$ cat src/rtl/supv_pkg.sv
package supv_pkg;
  localparam int SYNC_STAGES = 2;

  function automatic int cnt_width(input int max_val);
    return (max_val < 1) ? 1 : $clog2(max_val + 1);
  endfunction
endpackage

$ cat src/rtl/supv_sync.sv
module supv_sync
  import supv_pkg::*;
#(
  parameter int         WIDTH   = 3,
  parameter logic [2:0] RST_VAL = 3'b000
) (
  input  logic             clk,
  input  logic             rst,
  input  logic [WIDTH-1:0] d_i,
  output logic [WIDTH-1:0] q_o
);
  logic [WIDTH-1:0] stage_q [SYNC_STAGES];

  for (genvar s = 0; s < SYNC_STAGES; s++) begin : g_stage
    always_ff @(posedge clk) begin
      if (rst) stage_q[s] <= RST_VAL[WIDTH-1:0];
      else     stage_q[s] <= (s == 0) ? d_i : stage_q[(s == 0) ? 0 : s-1];
    end
  end

  assign q_o = stage_q[SYNC_STAGES-1];
endmodule

$ cat src/rtl/supv_glitch_filt.sv
module supv_glitch_filt
  import supv_pkg::*;
#(
  parameter int HOLD_CYC = 4
) (
  input  logic clk,
  input  logic rst,
  input  logic raw_i,
  output logic filt_o
);
  localparam int CW = cnt_width(HOLD_CYC);

  if (HOLD_CYC < 2) begin : g_pass
    always_ff @(posedge clk) begin
      if (rst) filt_o <= 1'b0;
      else     filt_o <= raw_i;
    end
  end else begin : g_count
    localparam logic [CW-1:0] LAST = CW'(HOLD_CYC - 1);
    logic [CW-1:0] run_q;

    always_ff @(posedge clk) begin
      if (rst || !raw_i) begin
        run_q  <= '0;
        filt_o <= 1'b0;
      end else if (run_q == LAST) begin
        filt_o <= 1'b1;
      end else begin
        run_q <= run_q + 1'b1;
      end
    end

    // A rise needs the raw flag high on at least the last two samples
    assert_short_pulse_R3: assert property (@(posedge clk) disable iff (rst)
      $rose(filt_o) |-> ($past(raw_i) && $past(raw_i, 2)));
  end
endmodule

$ cat src/rtl/supv_stretch.sv
module supv_stretch
  import supv_pkg::*;
#(
  parameter int STRETCH_CYC  = 200000,
  parameter bit RST_ACT_HIGH = 1'b1
) (
  input  logic clk,
  input  logic rst,
  input  logic req_i,
  output logic active_o,
  output logic rst_o
);
  localparam int            CW   = cnt_width(STRETCH_CYC);
  localparam logic [CW-1:0] FULL = CW'(STRETCH_CYC);
  localparam logic          INV  = ~RST_ACT_HIGH;

  logic [CW-1:0] left_q, left_n;

  always_comb begin
    if (req_i)              left_n = FULL;
    else if (left_q != '0)  left_n = left_q - 1'b1;
    else                    left_n = '0;
  end

  always_ff @(posedge clk) begin
    if (rst) begin
      left_q   <= FULL;
      active_o <= 1'b1;
      rst_o    <= ~INV;
    end else begin
      left_q   <= left_n;
      active_o <= (left_n != '0);
      rst_o    <= (left_n != '0) ^ INV;
    end
  end

  assert_req_activates_R2: assert property (@(posedge clk) disable iff (rst)
    req_i |=> active_o);

  assert_release_quiet_R4: assert property (@(posedge clk) disable iff (rst)
    $fell(active_o) |-> !$past(req_i));
endmodule

$ cat src/rtl/supv_watchdog.sv
module supv_watchdog
  import supv_pkg::*;
#(
  parameter int TIMEOUT_CYC = 1600000
) (
  input  logic clk,
  input  logic rst,
  input  logic wd_lvl_i,
  input  logic hold_i,
  output logic expire_o
);
  localparam int            CW   = cnt_width(TIMEOUT_CYC);
  localparam logic [CW-1:0] LAST = CW'(TIMEOUT_CYC - 1);

  logic          prev_q;
  logic [CW-1:0] idle_q;

  always_ff @(posedge clk) begin
    if (rst) begin
      prev_q   <= 1'b0;
      idle_q   <= '0;
      expire_o <= 1'b0;
    end else begin
      prev_q   <= wd_lvl_i;
      expire_o <= 1'b0;
      if (hold_i || (wd_lvl_i != prev_q)) begin
        idle_q <= '0;
      end else if (idle_q == LAST) begin
        idle_q   <= '0;
        expire_o <= 1'b1;
      end else begin
        idle_q <= idle_q + 1'b1;
      end
    end
  end

  assert_cleared_in_reset_R8: assert property (@(posedge clk) disable iff (rst)
    hold_i |=> (idle_q == '0 && !expire_o));

  assert_kick_restarts_R7: assert property (@(posedge clk) disable iff (rst)
    (wd_lvl_i != prev_q) |=> (idle_q == '0));
endmodule

$ cat src/rtl/supv_reset_ctrl.sv
module supv_reset_ctrl
  import supv_pkg::*;
#(
  parameter int GLITCH_CYC   = 4,
  parameter int STRETCH_CYC  = 200000,
  parameter int WDOG_CYC     = 1600000,
  parameter bit RST_ACT_HIGH = 1'b1,
  parameter bit EXT_ACT_HIGH = 1'b1
) (
  input  logic clk,
  input  logic rst,
  input  logic supply_low_i,
  input  logic ext_rst_i,
  input  logic wd_i,
  output logic rst_o,
  output logic wr_lock_o
);
  localparam logic EXT_INV = ~EXT_ACT_HIGH;

  logic [2:0] sync_s;
  logic       low_filt, ext_act, wd_expire, any_req, rst_act;

  supv_sync #(
    .WIDTH  (3),
    .RST_VAL({1'b0, EXT_INV, 1'b0})
  ) u_sync (
    .clk(clk),
    .rst(rst),
    .d_i({wd_i, ext_rst_i, supply_low_i}),
    .q_o(sync_s)
  );

  supv_glitch_filt #(.HOLD_CYC(GLITCH_CYC)) u_filt (
    .clk   (clk),
    .rst   (rst),
    .raw_i (sync_s[0]),
    .filt_o(low_filt)
  );

  assign ext_act = sync_s[1] ^ EXT_INV;

  supv_watchdog #(.TIMEOUT_CYC(WDOG_CYC)) u_wdog (
    .clk     (clk),
    .rst     (rst),
    .wd_lvl_i(sync_s[2]),
    .hold_i  (rst_act),
    .expire_o(wd_expire)
  );

  assign any_req = low_filt | ext_act | wd_expire;

  supv_stretch #(
    .STRETCH_CYC (STRETCH_CYC),
    .RST_ACT_HIGH(RST_ACT_HIGH)
  ) u_stretch (
    .clk     (clk),
    .rst     (rst),
    .req_i   (any_req),
    .active_o(rst_act),
    .rst_o   (rst_o)
  );

  assign wr_lock_o = low_filt;

  assert_lock_implies_reset_R2: assert property (@(posedge clk) disable iff (rst)
    wr_lock_o |=> rst_act);
endmodule

$ cat config.mk
export PLATFORM = sky130hd
export DESIGN_NAME = supv_reset_ctrl
export DESIGN_NICKNAME = d
export VERILOG_FILES = /design/src/rtl/supv_pkg.sv /design/src/rtl/supv_sync.sv /design/src/rtl/supv_glitch_filt.sv /design/src/rtl/supv_stretch.sv /design/src/rtl/supv_watchdog.sv /design/src/rtl/supv_reset_ctrl.sv
export SDC_FILE = /design/constraint.sdc
export NUM_CORES = 1
export LEC_CHECK = 0
export BUFFER_PORTS_ARGS = -buffer_cell sky130_fd_sc_hd__buf_2
export CORE_MARGIN = 4
export CORE_UTILIZATION = 60
export CTS_CLUSTER_SIZE = 30
export DETAILED_ROUTE_END_ITERATION = 7
export HOLD_SLACK_MARGIN = 0.1
export PLACE_DENSITY = 0.86
export SETUP_SLACK_MARGIN = 0.2
export SYNTH_ARGS = -nofsm -noshare
export SYNTH_HDL_FRONTEND = slang
export SYNTH_SLANG_ARGS = --single-unit
$ cat constraint.sdc
create_clock -name clk -period 2.5 [get_ports clk]
set_input_delay 0.5 -clock clk [delete_from_list [all_inputs] [get_ports clk]]
set_output_delay 0.5 -clock clk [all_outputs]
set_load 0.005 [all_outputs]
Yosys cells after proc, flatten, opt, wreduce, memory -nomap -nowiden
Memory sizes are Yosys's and may differ from the RTL's.
Cells that the tools add are included.
{ "op_classes": {"add_sub_neg": 3, "n_mul": 0, "n_div": 0, "magnitude_cmp": 0, "n_eq_ne": 3, "shifts": 0, "n_mux": 8, "bitwise_logic": 4, "n_reduce_logical": 7} }
{ "ops": {"columns": ["cell", "n"], "rows": [
  ["18-bit 2-to-1 mux", 2],
  ["18-bit nonzero test", 2],
  ["21-bit by 1-bit adder with 21-bit output, second input constant", 1],
  ["21-bit equality test, second input constant", 1],
  ["18-bit by 1-bit subtractor with 18-bit output, second input constant", 1],
  ["3-bit 2-to-1 mux", 2],
  ["1-bit 2-to-1 mux", 4],
  ["1-bit bitwise OR", 4],
  ["3-bit by 1-bit adder with 3-bit output, second input constant", 1],
  ["3-bit by 2-bit equality test with 1-bit output, second input constant", 1],
  ["3-bit OR reduction", 1],
  ["1-bit logical OR", 2],
  ["2-bit OR reduction", 1],
  ["1-bit logical NOT", 1],
  ["1-bit != test", 1]
]} }
{ "word_totals": {"reg_bits": 46, "latchBits": 0, "ramBits": 6, "mem_bits_ro": 0, "inputBits": 5, "n_memories": 1} }
{ "mem_list": {"columns": ["memory", "words", "width", "rd", "rd_ports_with_merged_regs", "write_ports", "line_no", "source"], "rows": [
  ["u_sync.stage_q", 2, 3, 2, 0, 2, "supv_sync.sv:12", "logic [WIDTH-1:0] stage_q [SYNC_STAGES];"]
]} }

Logic depth before layout (Yosys ltp)
{ "logic_depth": {"depth_word": 4, "mapped_depth": 8, "ltp_nobuf": 7} }

Cells and area by module
A second synthesis with hierarchy kept.
{ "hier_totals": {"cells_unflattened": 251, "area_unflattened_um2": 2323.5} }
{ "modules_own_cells": {"columns": ["module", "instances", "cells_per_inst", "area_per_inst_um2"], "rows": [
  ["supv_watchdog", 1, 121, 1068.5],
  ["supv_stretch", 1, 101, 920.9],
  ["supv_glitch_filt", 1, 16, 170.2],
  ["supv_sync", 1, 12, 157.7],
  ["supv_reset_ctrl", 1, 1, 6.3]
]} }

Worst setup path before layout
Ideal clock, no wire load.
{ "synth_path": {"path_kind": "register -> register", "startpoint": "register u_stretch.left_q[0]", "endpoint": "register u_stretch.active_o", "setup_time_ns": 0.170, "arrival_ns": 1.959, "setup_slack_ns": 0.371, "path_stages_with_launch": 8, "path_cell_list": "dfxtp_1 -> inv_1 -> ha_1 -> nor4b_1 -> nor2b_1 -> or4b_1 -> a2111oi_2 -> o2111ai_1"} }
{ "synth_via": {"elab_chain_cells": 4, "elab_cells_between_ends": 5} }
{ "synth_rtl": {"columns": ["element", "line_no", "source"], "rows": [
  ["from (decl)", "supv_stretch.sv:17", "logic [CW-1:0] left_q, left_n;"],
  ["from (signal assigned)", "supv_stretch.sv:31", "left_q <= left_n;"],
  ["18-bit by 1-bit subtractor with 18-bit output or 18-bit nonzero test (tied branches)", "supv_stretch.sv:21", "else if (left_q != '0) left_n = left_q - 1'b1;"],
  ["18-bit 2-to-1 mux *", "supv_stretch.sv:21", null],
  ["18-bit 2-to-1 mux *", "supv_stretch.sv:20", "if (req_i) left_n = FULL;"],
  ["18-bit nonzero test *", "supv_stretch.sv:32", "active_o <= (left_n != '0);"],
  ["to (signal assigned)", "supv_stretch.sv:32", null],
  ["to (decl)", "supv_stretch.sv:10", "output logic active_o,"]
]} }
Every way passes the cells marked *; elsewhere a longest branch is shown, timed or not.
A chain may end at the register's enable or synchronous reset.

Worst setup path after layout
Same ends and word-level chain as after synthesis.

==> results.json <==
{
  "status": "complete, no violations",
  "cp_slowest_cell": "or4b_1",
  "power_w": 0.001546,
  "ios": 7,
  "grt_pass1_vias": 1509,
  "wire_per_inst_um": 13.28,
  "syn_avg_cell_area_um2": 9.248,
  "final_cell_count_no_fill": 303,
  "core_area_mm2": 0.003468,
  "rr_worst_depth": 7,
  "die_w_um": 69.20,
  "cts_made_buffers": 5,
  "p_seq_share_pct": 58.1,
  "area_growth_pct": 8.408,
  "p_comb_share_pct": 10.0,
  "final.period_utilization_pct": 88.40,
  "p_int_w": 0.001135,
  "cp.arrival_ps": 2390,
  "dpl.hpwl_um": 2829,
  "dieArea_mm2": 0.004789,
  "finalHoldViolations": 0,
  "drt_iter0_markers": 171,
  "rsz0062_at_grt": "no",
  "crit_fanout": 6,
  "drv_cap": 0,
  "wl_um": 4023,
  "fin_crit_ps": 2210,
  "yosysSeqAreaShare_pct": 46.33,
  "port_buffers": 6,
  "hp-class": "in -> reg",
  "min_path_cells": 2,
  "syn_nets": 252,
  "cp.buffers_inverters": 1,
  "yosysTopAreaCellShare_pct": 46.33,
  "cts_root_buffer": "clkbuf_8",
  "worstMarginPinSlew_ps": 719.1,
  "power.density_mw_per_mm2": 634.7,
  "finalSetupViolations": 0,
  "synth_cell_types": 40,
  "p_clk_share_pct": 31.9,
  "path_cells": "inv_1 -> ha_1 -> nor4b_1 -> nor2b_2 -> or4b_1 -> a2111oi_2 -> o2111ai_1",
  "vias": 1657,
  "viasPerCell": 5.469,
  "antenna_found_initial": 0,
  "grt_pass1_wl_um": 6900,
  "slowest_delay_ps": 520,
  "cts_hold_repair.buffers": 0,
  "slew_headroom_pct": 51.69,
  "placed_cells": 295,
  "swShare_pct": 26.62,
  "clkTransAtPathRegs_ps": 100,
  "crit_family": "simple AND/OR/NAND/NOR gates",
  "synth_seq_cells": 52,
  "antenna_left": 0,
  "finalSetupTns_ps": 0,
  "cp.depth": 7,
  "setup.worst_path.start_class": "flop",
  "drc": 0,
  "cts_tree": "built",
  "synth_top_area_cell": "dfxtp_1",
  "die_h_um": 69.20,
  "synth_area_leaders": "dfxtp_1 (46%), nor2_1 (7.9%), xor2_1 (7.8%)",
  "htreeDepth": 2,
  "slew_violations": 0,
  "vdd_drop_max_v": 0.0004241,
  "p_sw_w": 0.0004116,
  "syn_inst": 243,
  "cts_buffer_depth": 2,
  "fin_skew_ps": 8.935,
  "required_ps": 2680,
  "yosys_warnings": 0,
  "netlist_area_mm2": 0.002247,
  "first_pass_iters": 4,
  "n_antenna_cell": 0,
  "drive_gt1_share_pct": 12.06,
  "grt_use_total_pct": 17.46,
  "nNetsFinal": 265,
  "initial_core_util_pct": 64.79,
  "gp_congestion": 0.9083,
  "grt-ovfl-total": 0,
  "clk_latency_ps": 300,
  "p_leak_nw": 0.8536,
  "fmax_mhz": 452.5,
  "clock_sinks": 52,
  "criticalPathCategory": "reg -> reg",
  "end_kind": "flop",
  "rows": 21,
  "grt_start_max_net_pins": 20
}
## worst register-to-register path: cells and delay by family, from the launching register on
kind / cells / cell delay [ps]
AO/OA/AOI/OAI: 2 / 520
adder cells (fa/ha/maj): 1 / 230
buffers and inverters: 1 / 70
flip-flops: 1 / 370
AND/OR/NAND/NOR: 3 / 910
## routing by layer
| layer | up-vias | routed length, um | track usage (%) |
|---|---|---|---|
| met3 | 4 | 176 | 5.507 |
| met1 | 773 | 1990 | 23.75 |
| met2 | 34 | 1829 | 26.27 |
| met4 | 0 | 27 | 5.640 |
| met5 | - | 0 | 0 |
| li1 | 846 | - | - |
## per-stage QoR
step	utilization [%]	hold slack, ps	worst slack [ps]	area [um^2]
final	70.24	401.2	290.1	2436
after global routing	70.24	394.0	181.1	2436
after CTS	70.09	395.4	236.2	2431
after detailed placement	67.35	424.2	245.9	2336
after global placement	67.35	417.9	353.3	2336
after floorplan	-	413.8	370.6	2247
## path summary, 6_finish.rpt
path / startpoint / end / slack (ps)
max: u_stretch.left_q[0]$_SDFF_PP0_ / u_stretch.active_o$_SDFF_PP1_ / 290
min: supply_low_i / u_sync.stage_q[0][0]$_SDFF_PP0_ / 400
min reg2reg: u_sync.stage_q[0][0]$_SDFF_PP0_ / u_sync.stage_q[1][0]$_SDFF_PP0_ / 450
max reg2reg: u_stretch.left_q[0]$_SDFF_PP0_ / u_stretch.active_o$_SDFF_PP1_ / 290
## layout by cell type, fill, tap and decap left out, drive strengths merged, types with 4 or more instances in the layout
master  count
xor2       20
nand3      10
nor4b       4
nor4        7
dfxtp      52
o21ai       6
ha          4
inv         7
nand2      16
buf        11
nor2       47
clkbuf      5
or3         4
xnor2      12
nor2b      10
nand4       6
a21oi       4
nor3        4
## sequential cells by signal (all words and copies together) (netlist names)
register	cells
u_wdog.prev_q	1
u_stretch.left_q	18
u_wdog.expire_o	1
u_filt.filt_o	1
u_sync.stage_q	6
u_wdog.idle_q	21
u_filt.g_count.run_q	3
u_stretch.active_o	1
## timing repair
item,in CTS,in global routing
hold endpoints to repair,0,0
resized for setup,0,3
setup buffers,0,0
endpoints found under the setup margin,0,1
## cells in the mapped netlist
cell type and number:
nor4_4 2, o21a_1 1, o31ai_1 1, xor2_1 20
and4_1 2, nand2_2 1, clkbuf_1 1, nand2_1 15
nor2_1 47, xnor2_1 12, nand4b_1 1, o31ai_2 1
dfxtp_1 52, a21boi_2 1, inv_1 6, buf_6 2
nor4_1 4, and3_1 2, o21ai_1 1, nand3b_1 3
mux2i_1 2, a2111oi_2 1, o2111ai_1 1, buf_2 2
and2_1 2, a21oi_1 4, nand4_1 6, nor4_2 1
or2_2 1, nor4b_1 4, or4_1 2, ha_1 4
or4_4 1, nor3_1 4, nand2b_1 3, or3_1 4
or4b_1 1, nand3_1 10, nor2b_1 10, o21ai_0 5
## layout make-up
cell class                 count  area (um^2)
clock inverter                 3        26.28
clock buffer                   5        68.82
multi-input combinational    180         1150
tap                           46        57.56
inverter                       6        22.52
sequential                    52         1044
timing repair buffer          11        67.56
fill                         285         1032
## kinds of logic after synthesis
group / after synthesis / synth area share [%]
muxes: 2 / 0.8909
adders and majority gates: 4 / 2.227
and+or+nand+nor: 126 / 30.46
AOI/OAI and AO/OA: 16 / 5.011
DFF: 52 / 46.33
xor gates and xnor gates: 32 / 12.47
buffers and inverters: 11 / 2.617
## power by group through the flow
stage,logic (W),registers (W),clock network [W]
floorplan,0.000124,0.000907,0
global placement,0.000145,0.000914,0
detailed placement,0.000148,0.000915,0
CTS,0.000150,0.000897,0.000504
global route,0.000171,0.000902,0.000540
finish,0.000154,0.000899,0.000494
(Power assumes the default switching activity.)
